[src/rtl/hz_pkg.sv]
package hz_pkg;
    typedef enum logic [1:0] {
        ST_RUN    = 2'd0,
        ST_DEP    = 2'd1,
        ST_MULTI  = 2'd2,
        ST_REFILL = 2'd3
    } hz_state_e;
endpackage

[src/rtl/hz_src_match.sv]
// Compares one Decode read port against the two pending producers.
module hz_src_match #(
    parameter int REG_W  = 4,
    parameter int PC_IDX = 15
) (
    input  logic             rd_en,
    input  logic [REG_W-1:0] src,
    input  logic             ex_dst_valid,
    input  logic [REG_W-1:0] ex_dst,
    input  logic             ex_late,
    input  logic             buf_dst_valid,
    input  logic [REG_W-1:0] buf_dst,
    input  logic             buf_wait,
    output logic             blocked
);
    localparam logic [REG_W-1:0] PC_REG = REG_W'(PC_IDX);

    logic src_live;
    logic ex_hit;
    logic buf_hit;

    always_comb begin
        src_live = rd_en && (src != PC_REG);
        // Only producers whose data cannot be forwarded yet matter.
        ex_hit   = ex_dst_valid  && ex_late  && (ex_dst  == src);
        buf_hit  = buf_dst_valid && buf_wait && (buf_dst == src);
        blocked  = src_live && (ex_hit || buf_hit);
    end
endmodule

[src/rtl/hz_detect.sv]
// One comparator per read port, OR-reduced into a single hazard flag.
module hz_detect #(
    parameter int REG_W  = 4,
    parameter int NUM_RD = 3,
    parameter int PC_IDX = 15
) (
    input  logic [NUM_RD-1:0]       rd_en,
    input  logic [NUM_RD*REG_W-1:0] srcs,
    input  logic                    ex_dst_valid,
    input  logic [REG_W-1:0]        ex_dst,
    input  logic                    ex_late,
    input  logic                    buf_dst_valid,
    input  logic [REG_W-1:0]        buf_dst,
    input  logic                    buf_wait,
    output logic                    hit
);
    logic [NUM_RD-1:0] port_blk;

    for (genvar g = 0; g < NUM_RD; g++) begin : g_port
        hz_src_match #(
            .REG_W (REG_W),
            .PC_IDX(PC_IDX)
        ) u_match (
            .rd_en        (rd_en[g]),
            .src          (srcs[g*REG_W +: REG_W]),
            .ex_dst_valid (ex_dst_valid),
            .ex_dst       (ex_dst),
            .ex_late      (ex_late),
            .buf_dst_valid(buf_dst_valid),
            .buf_dst      (buf_dst),
            .buf_wait     (buf_wait),
            .blocked      (port_blk[g])
        );
    end

    assign hit = |port_blk;
endmodule

[src/rtl/hz_ctrl.sv]
module hz_ctrl
    import hz_pkg::*;
#(
    parameter int REG_W  = 4,
    parameter int NUM_RD = 3,
    parameter int PC_IDX = 15
) (
    input  logic                    clk,
    input  logic                    rst_n,
    input  logic                    dec_valid,
    input  logic [NUM_RD-1:0]       dec_rd_en,
    input  logic [NUM_RD*REG_W-1:0] dec_srcs,
    input  logic                    ex_dst_valid,
    input  logic [REG_W-1:0]        ex_dst,
    input  logic                    ex_late,
    input  logic                    buf_dst_valid,
    input  logic [REG_W-1:0]        buf_dst,
    input  logic                    buf_wait,
    input  logic                    mul_busy,
    input  logic                    lsm_busy,
    input  logic                    br_taken,
    output logic                    fetch_stall,
    output logic                    dec_stall,
    output logic                    ex_hold,
    output logic                    ex_bubble,
    output logic                    fetch_flush,
    output logic                    dec_flush
);
    hz_state_e state_q, state_d;
    logic      hz_hit;
    logic      dep_live;

    hz_detect #(
        .REG_W (REG_W),
        .NUM_RD(NUM_RD),
        .PC_IDX(PC_IDX)
    ) u_detect (
        .rd_en        (dec_rd_en),
        .srcs         (dec_srcs),
        .ex_dst_valid (ex_dst_valid),
        .ex_dst       (ex_dst),
        .ex_late      (ex_late),
        .buf_dst_valid(buf_dst_valid),
        .buf_dst      (buf_dst),
        .buf_wait     (buf_wait),
        .hit          (hz_hit)
    );

    // State register.
    always_ff @(posedge clk or negedge rst_n) begin
        if (!rst_n) state_q <= ST_RUN;
        else        state_q <= state_d;
    end

    // Dependency is only live when Decode really holds an instruction.
    always_comb begin
        unique case (state_q)
            ST_REFILL:                 dep_live = 1'b0;
            ST_RUN, ST_DEP, ST_MULTI:  dep_live = dec_valid && hz_hit;
            default:                   dep_live = 1'b0;
        endcase
    end

    // Next state, by priority: flush, multi-cycle, dependency.
    always_comb begin
        if (br_taken)                  state_d = ST_REFILL;
        else if (mul_busy || lsm_busy) state_d = ST_MULTI;
        else if (dep_live)             state_d = ST_DEP;
        else                           state_d = ST_RUN;
    end

    // Outputs.
    always_comb begin
        fetch_stall = 1'b0;
        dec_stall   = 1'b0;
        ex_hold     = 1'b0;
        ex_bubble   = 1'b0;
        fetch_flush = 1'b0;
        dec_flush   = 1'b0;
        if (br_taken) begin
            fetch_flush = 1'b1;
            dec_flush   = 1'b1;
            ex_bubble   = 1'b1;
        end else if (mul_busy) begin
            fetch_stall = 1'b1;
            dec_stall   = 1'b1;
            ex_hold     = 1'b1;
        end else if (lsm_busy || dep_live) begin
            fetch_stall = 1'b1;
            dec_stall   = 1'b1;
            ex_bubble   = 1'b1;
        end else if (state_q == ST_REFILL) begin
            ex_bubble   = 1'b1;
        end
    end

    assert_flush_wins_R8: assert property (@(posedge clk) disable iff (!rst_n)
        br_taken |-> (!dec_stall && !fetch_stall && dec_flush));

    assert_refill_bubble_R9: assert property (@(posedge clk) disable iff (!rst_n)
        (br_taken && !mul_busy && !lsm_busy) |=> (ex_bubble || ex_hold));

    assert_refill_nodep_R9: assert property (@(posedge clk) disable iff (!rst_n)
        (br_taken && !mul_busy && !lsm_busy) |=> (state_q == ST_REFILL));

    assert_hold_no_bubble_R6: assert property (@(posedge clk) disable iff (!rst_n)
        ex_hold |-> !ex_bubble);

    assert_no_pending_R5: assert property (@(posedge clk) disable iff (!rst_n)
        (!ex_dst_valid && !buf_dst_valid) |-> !hz_hit);

    assert_dec_stall_fetch_R2: assert property (@(posedge clk) disable iff (!rst_n)
        $rose(dec_stall) |-> fetch_stall);
endmodule

[config.mk]
export PLATFORM = sky130hd
export DESIGN_NAME = hz_ctrl
export DESIGN_NICKNAME = d
export VERILOG_FILES = /design/src/rtl/hz_pkg.sv /design/src/rtl/hz_src_match.sv /design/src/rtl/hz_detect.sv /design/src/rtl/hz_ctrl.sv
export SDC_FILE = /design/constraint.sdc
export NUM_CORES = 1
export LEC_CHECK = 0
export ABC_AREA = 0
export BUFFER_PORTS_ARGS = -buffer_cell sky130_fd_sc_hd__buf_4
export CORE_MARGIN = 5
export CORE_UTILIZATION = 35
export CTS_CLUSTER_SIZE = 28
export DETAILED_ROUTE_END_ITERATION = 8
export PLACE_DENSITY = 0.79
export SKIP_CTS_REPAIR_TIMING = 1
export SYNTH_ARGS = -nofsm -noshare
export SYNTH_HDL_FRONTEND = slang
export SYNTH_HIERARCHICAL = 1
export SYNTH_SLANG_ARGS = --single-unit
[constraint.sdc]
create_clock -name clk -period 1.6 [get_ports clk]
set_input_delay 0.16 -clock clk [delete_from_list [all_inputs] [get_ports clk]]
set_output_delay 0.16 -clock clk [all_outputs]
set_load 0.03 [all_outputs]
==> flow_summary.ini, run 1 <==
[detailed_routing]
wl_um = 2200
ant_nets = 0
drt_iter0_drc = 15
routed_via_density = 6.03
vias = 724
routedWlPerCell_um = 18.3
drc = 0
dr.pass1.iters = 4

[floorplanning]
start_util = 0.371
num_rows = 13
die_area_sq_um = 2250
die_y_um = 47.4
ios = 39
coreArea_sq_um = 1320
die_width_um = 47.4

[yosys]
yosys_warnings = 6
yosys_register_bits = 2
seq_area_frac_synth = 0.102
synth_ff_type = dfrtp_1
syn_avg_cell_area_sq_um = 7.41
synthArstFlopShare = 1.00
synth_edf_count = 0
synthesis.instances = 66
syn_area_sq_um = 489
synth_fp_nets = 99
ys_types = 19

[cells_and_area]
largest-register = state_q
areaGrowthSynthToFinish_pct = 114
drive_above_1_share = 0.629
fin_util = 0.794
nFillCells = 94
reg.largest.list = state_q: 2 flops
largest_reg_flops = 2
antenna_cells = 0
finalNetCount = 140
final_cells = 120
final_cell_area_sq_um = 1050

[global_route]
grt.total_usage = 0.170
grt_pass1_wl_um = 2790
antenna_found_initial = 0
grt.overflow.total = 0
grt_pass1_vias = 747
grt_max_degree = 8

[outcome]
violations = negative setup slack
status = finished with violations

[critical_path]
cp_slowest_stage_delay_ns = 0.39
r2r_slack_ns = 0.73
rr_startpoint = state_q[0]
crit_fanout = 3
r2r_cells = 2
cp_cell_sequence = buf_4, inv_1, o2111ai_1, nor3_1, o211a_1, or3_4, nand3_4, a31oi_4, buf_6
arrival_ns = 1.62
rr_endpoint = state_q[0]
startpoint_type = input pin
cp_slowest_cell = or3_4
path_class = in -> out
crit_path_end_kind = primary output
worstPathRequired_ns = 1.44

[min_path]
hold_start = mul_busy
holdPathEnd = state_q[1]
holdCritPathClass = in -> reg
whs_path_depth = 2

[sta]
period_needed_ns = 1.78
finalSetupViolations = 3
worstMarginPinSlew_ns = 0.283
layout_setup_ws_ns = -0.181
maxSlewViolCount = 0
max_freq_ghz = 0.561
min_period_over_period = 1.11
fin_skew_ns = 0.00133
rsz0062_at_grt = yes
relSlewSlack = 0.811
tns_ns = -0.504
finalHoldViolations = 0

[placed_design]
post-dp-hpwl_um = 1520
place_area_sq_um = 788
gp_congestion = 0.930
io_buffer_count = 38
dpl.cell_count = 116

[cts]
root_buffer = clkbuf_4
clk_latency_ns = 0.22
cts_made_buffers = 3
clk_path_buf_depth = 2
tritoncts = yes
clk_pin_slew_ns = 0.03
clkSinkCount = 2
htreeDepth = 1

[run]
drv_cap = 0

[pwr]
powerDensity_nw_per_um2 = 426
power.total_mw = 0.445
power_leakage_nw = 0.457
peakVddDrop_uv = 456
metrics by stage:
| stage | hold WS, ns | setup WS, ns |
|---|---|---|
| after floorplan | -0.136 | -0.0301 |
| after global placement | -0.0580 | -0.176 |
| after detailed placement | -0.0568 | -0.214 |
| after CTS | -0.293 | -0.217 |
| after global routing | 0.150 | -0.221 |
| final | 0.156 | -0.181 |
report_power, final:
part | total, mW | switching (mW) | internal (mW)
clock | 0.108 | 0.0257 | 0.0825
combinational | 0.283 | 0.138 | 0.145
sequential | 0.0538 | 0.000526 | 0.0533
cells in the mapped netlist (all sizes together) (2+ instances only):
| cell type | count | share of area |
|---|---|---|
| o2111ai | 6 | 0.11 |
| buf | 3 | 0.046 |
| nor3 | 6 | 0.061 |
| xnor2 | 6 | 0.11 |
| nor2 | 2 | 0.015 |
| a22o | 6 | 0.11 |
| nand2b | 6 | 0.077 |
| o211a | 3 | 0.061 |
| or3 | 2 | 0.026 |
| nand4 | 3 | 0.038 |
| o221ai | 6 | 0.11 |
| inv | 9 | 0.069 |
| dfrtp | 2 | 0.10 |
per-layer routing:
layer  global-route usage  vias to the layer above  wire, um
li1                     -                      341         -
met1                0.179                      334       729
met2                0.321                       45      1170
met3               0.0307                        4       274
met4               0.0718                        0        24
met5                    0                        -         0
layout by cell type (no fill, tap or decap), drive strengths merged, types with 2 or more instances in the layout:
cell	n
or3	2
buf	38
xnor2	6
nand4	3
nand2b	6
a22o	6
nor2	2
dfrtp	2
o211a	3
o2111ai	6
nor3	6
o221ai	6
inv	9
clkbuf	3
layout make-up:
type	instances	area, sq um	share of cell area
tap	15	18.8	0.0179
inverter	9	43.8	0.0419
timing repair buffer	39	342	0.327
clock buffer	3	22.5	0.0215
multi-input combinational	52	569	0.544
sequential	2	50.0	0.0478
how the worst max path moves through the flow:
stage / to / startpoint / cells after the start / slack [ns]
floorplan: fetch_stall / dec_srcs[6] / 8 / -0.03
global route: ex_bubble / dec_srcs[0] / 9 / -0.22
finish: ex_bubble / dec_srcs[0] / 9 / -0.18
global placement: ex_bubble / dec_srcs[9] / 9 / -0.18
detailed placement: ex_bubble / dec_srcs[5] / 9 / -0.21
CTS: ex_bubble / dec_srcs[5] / 9 / -0.22
logic make-up (layout without fill, tap and decap cells):
family,after synthesis,count (layout),share of synthesized area
AOI/OAI and AO/OA,24,24,0.427
and+or+nand+nor,22,22,0.248
buffers and inverters,12,51,0.115
xor gates and xnor gates,6,6,0.107
DFF,2,2,0.102
critical path: cells and delay by family:
kind / cells / cell delay, ns
simple gates: 3 / 0.61
compound gates: 3 / 0.55
buf+inv: 3 / 0.30
Power figures use the tool's default switching activity.
==> inputs of run 2 (changes only) <==
==> constraint.sdc (replaced) <==
create_clock -name clk -period 1.6 [get_ports clk]
set_input_delay 0.08 -clock clk [delete_from_list [all_inputs] [get_ports clk]]
set_output_delay 0.08 -clock clk [all_outputs]
set_load 0.03 [all_outputs]
==> run 2 against run 1 <==
Against the previous run: the run now ends clean; cell area decreased by 18%; setup slack better by 0.20 ns; first-iteration DRC count increased to 2.9 times the previous value; critical endpoint unchanged; via count decreased by 1.4%; final cell count did not move; clock skew fell by 0.00075 ns.
==> flow_summary.ini, run 2 (synthesis results as in run 1) <==
[global_route]
antenna_found_initial = 0
grt.overflow.total = 0
grt_pass1_vias = 630
grt.total_usage = 0.158
grt_max_degree = 8
grt_pass1_wl_um = 2570

[cells_and_area]
largest_reg_flops = 2
drive_above_1_share = 0.486
seq_area_sq_um = 50.0
multi_input_area_sq_um = 433
reg.largest.list = state_q: 2 flops
mostFrequentLayoutCells = buf_4, inv_1, a22o_1, nand2b_1
finalNetCount = 140
final_cells = 120
areaGrowthSynthToFinish_pct = 74.4
nFillCells = 117
final_common_cell = buf_4
largest-register = state_q
antenna_cells = 0

[sta]
finalSetupViolations = 0
period_needed_ns = 1.58
relSlewSlack = 0.840
worstMarginPinSlew_ns = 0.240
min_period_over_period = 0.990
tns_ns = 0
max_freq_ghz = 0.631
finalHoldViolations = 0
maxSlewViolCount = 0
fin_skew_ns = 0.000579

[floorplanning]
num_rows = 13
die_area_sq_um = 2250
die_y_um = 47.4
start_util = 0.371
die_width_um = 47.4
ios = 39
coreArea_sq_um = 1320

[min_path]
holdCritPathClass = in -> reg

[cts]
clk_pin_slew_ns = 0.03
clk_path_buf_depth = 2
htreeDepth = 1
clkSinkCount = 2
tritoncts = yes
clk_latency_ns = 0.22
cts_made_buffers = 3
root_buffer = clkbuf_4

[critical_path]
rr_endpoint = state_q[0]
r2r_cells = 2
worstPathRequired_ns = 1.52
r2r_slack_ns = 0.82
critPathCapture = ex_bubble
arrival_ns = 1.50
rr_startpoint = state_q[1]
crit_fanout = 3
startpoint_type = input pin
crit_path_end_kind = primary output
path_class = in -> out
worstSetupStartpoint = dec_srcs[4]

[detailed_routing]
routedWlPerCell_um = 16.1
wl_um = 1930
drc = 0
dr.pass1.iters = 4
ant_nets = 0
wl_met2_um = 1090
m1WireLength_um = 698
vias = 714
topRoutingLayerUsed = met3
met3_length_um = 144
drt_iter0_drc = 43
routed_via_density = 5.95

[pwr]
peakVddDrop_uv = 365
power_leakage_nw = 0.404
powerDensity_nw_per_um2 = 447

[placed_design]
io_buffer_count = 38
dpl.cell_count = 116
post-dp-hpwl_um = 1540
gp_congestion = 0.865

[outcome]
status = finished clean

[run]
drv_cap = 0
run 2: where the power goes:
| part | internal (mW) | switching, mW | total, mW |
|---|---|---|---|
| clock | 0.0825 | 0.0252 | 0.108 |
| sequential | 0.0533 | 0.000612 | 0.0539 |
| combinational | 0.111 | 0.109 | 0.220 |
| total | 0.247 | 0.134 | 0.381 |
run 2: final cells by class:
type / count / area share
Tap cell: 15 / 0.0220
Multi-Input combinational cell: 52 / 0.507
Clock buffer: 3 / 0.0264
Timing Repair Buffer: 39 / 0.346
Sequential cell: 2 / 0.0587
Inverter: 9 / 0.0396
run 2: per-layer routing:
metal | up-vias | global-route usage
li1 | 345 | -
met1 | 337 | 0.191
met2 | 32 | 0.294
met3 | 0 | 0.0192
met4 | 0 | 0.0331
met5 | - | 0
run 2: metrics by stage:
stage | util | setup slack [ns] | instance area, sq um | power (mW) | hold WS [ns]
floorplan | - | 0.0749 | 493 | 0.148 | -0.216
global placement | 0.588 | 0.0416 | 774 | 0.252 | -0.137
detailed placement | 0.588 | 0.0138 | 774 | 0.255 | -0.137
CTS | 0.605 | 0.00561 | 797 | 0.370 | -0.372
global route | 0.648 | -0.0172 | 853 | 0.402 | 0.0943
finish | 0.648 | 0.0162 | 853 | 0.381 | 0.0821
run 2: worst min path at each step:
stage | from | end | slack [ns] | cells after the start
6_report | mul_busy | state_q[1] | 0.08 | 2
5_1_grt | mul_busy | state_q[1] | 0.09 | 2
4_1_cts | rst_n | state_q[1] | -0.37 | 1
3_5_place_dp | rst_n | state_q[1] | -0.14 | 1
3_3_place_gp | rst_n | state_q[1] | -0.14 | 1
2_1_floorplan | rst_n | state_q[0] | -0.22 | 0
run 2: worst max-delay path, stage by stage:
cell and delay, ns:
buf_4 0.12, inv_1 0.10, a22o_1 0.18, nor3_2 0.05, o211a_1 0.22, or3_4 0.39, nand3_2 0.08, a31oi_1 0.10
buf_4 0.18
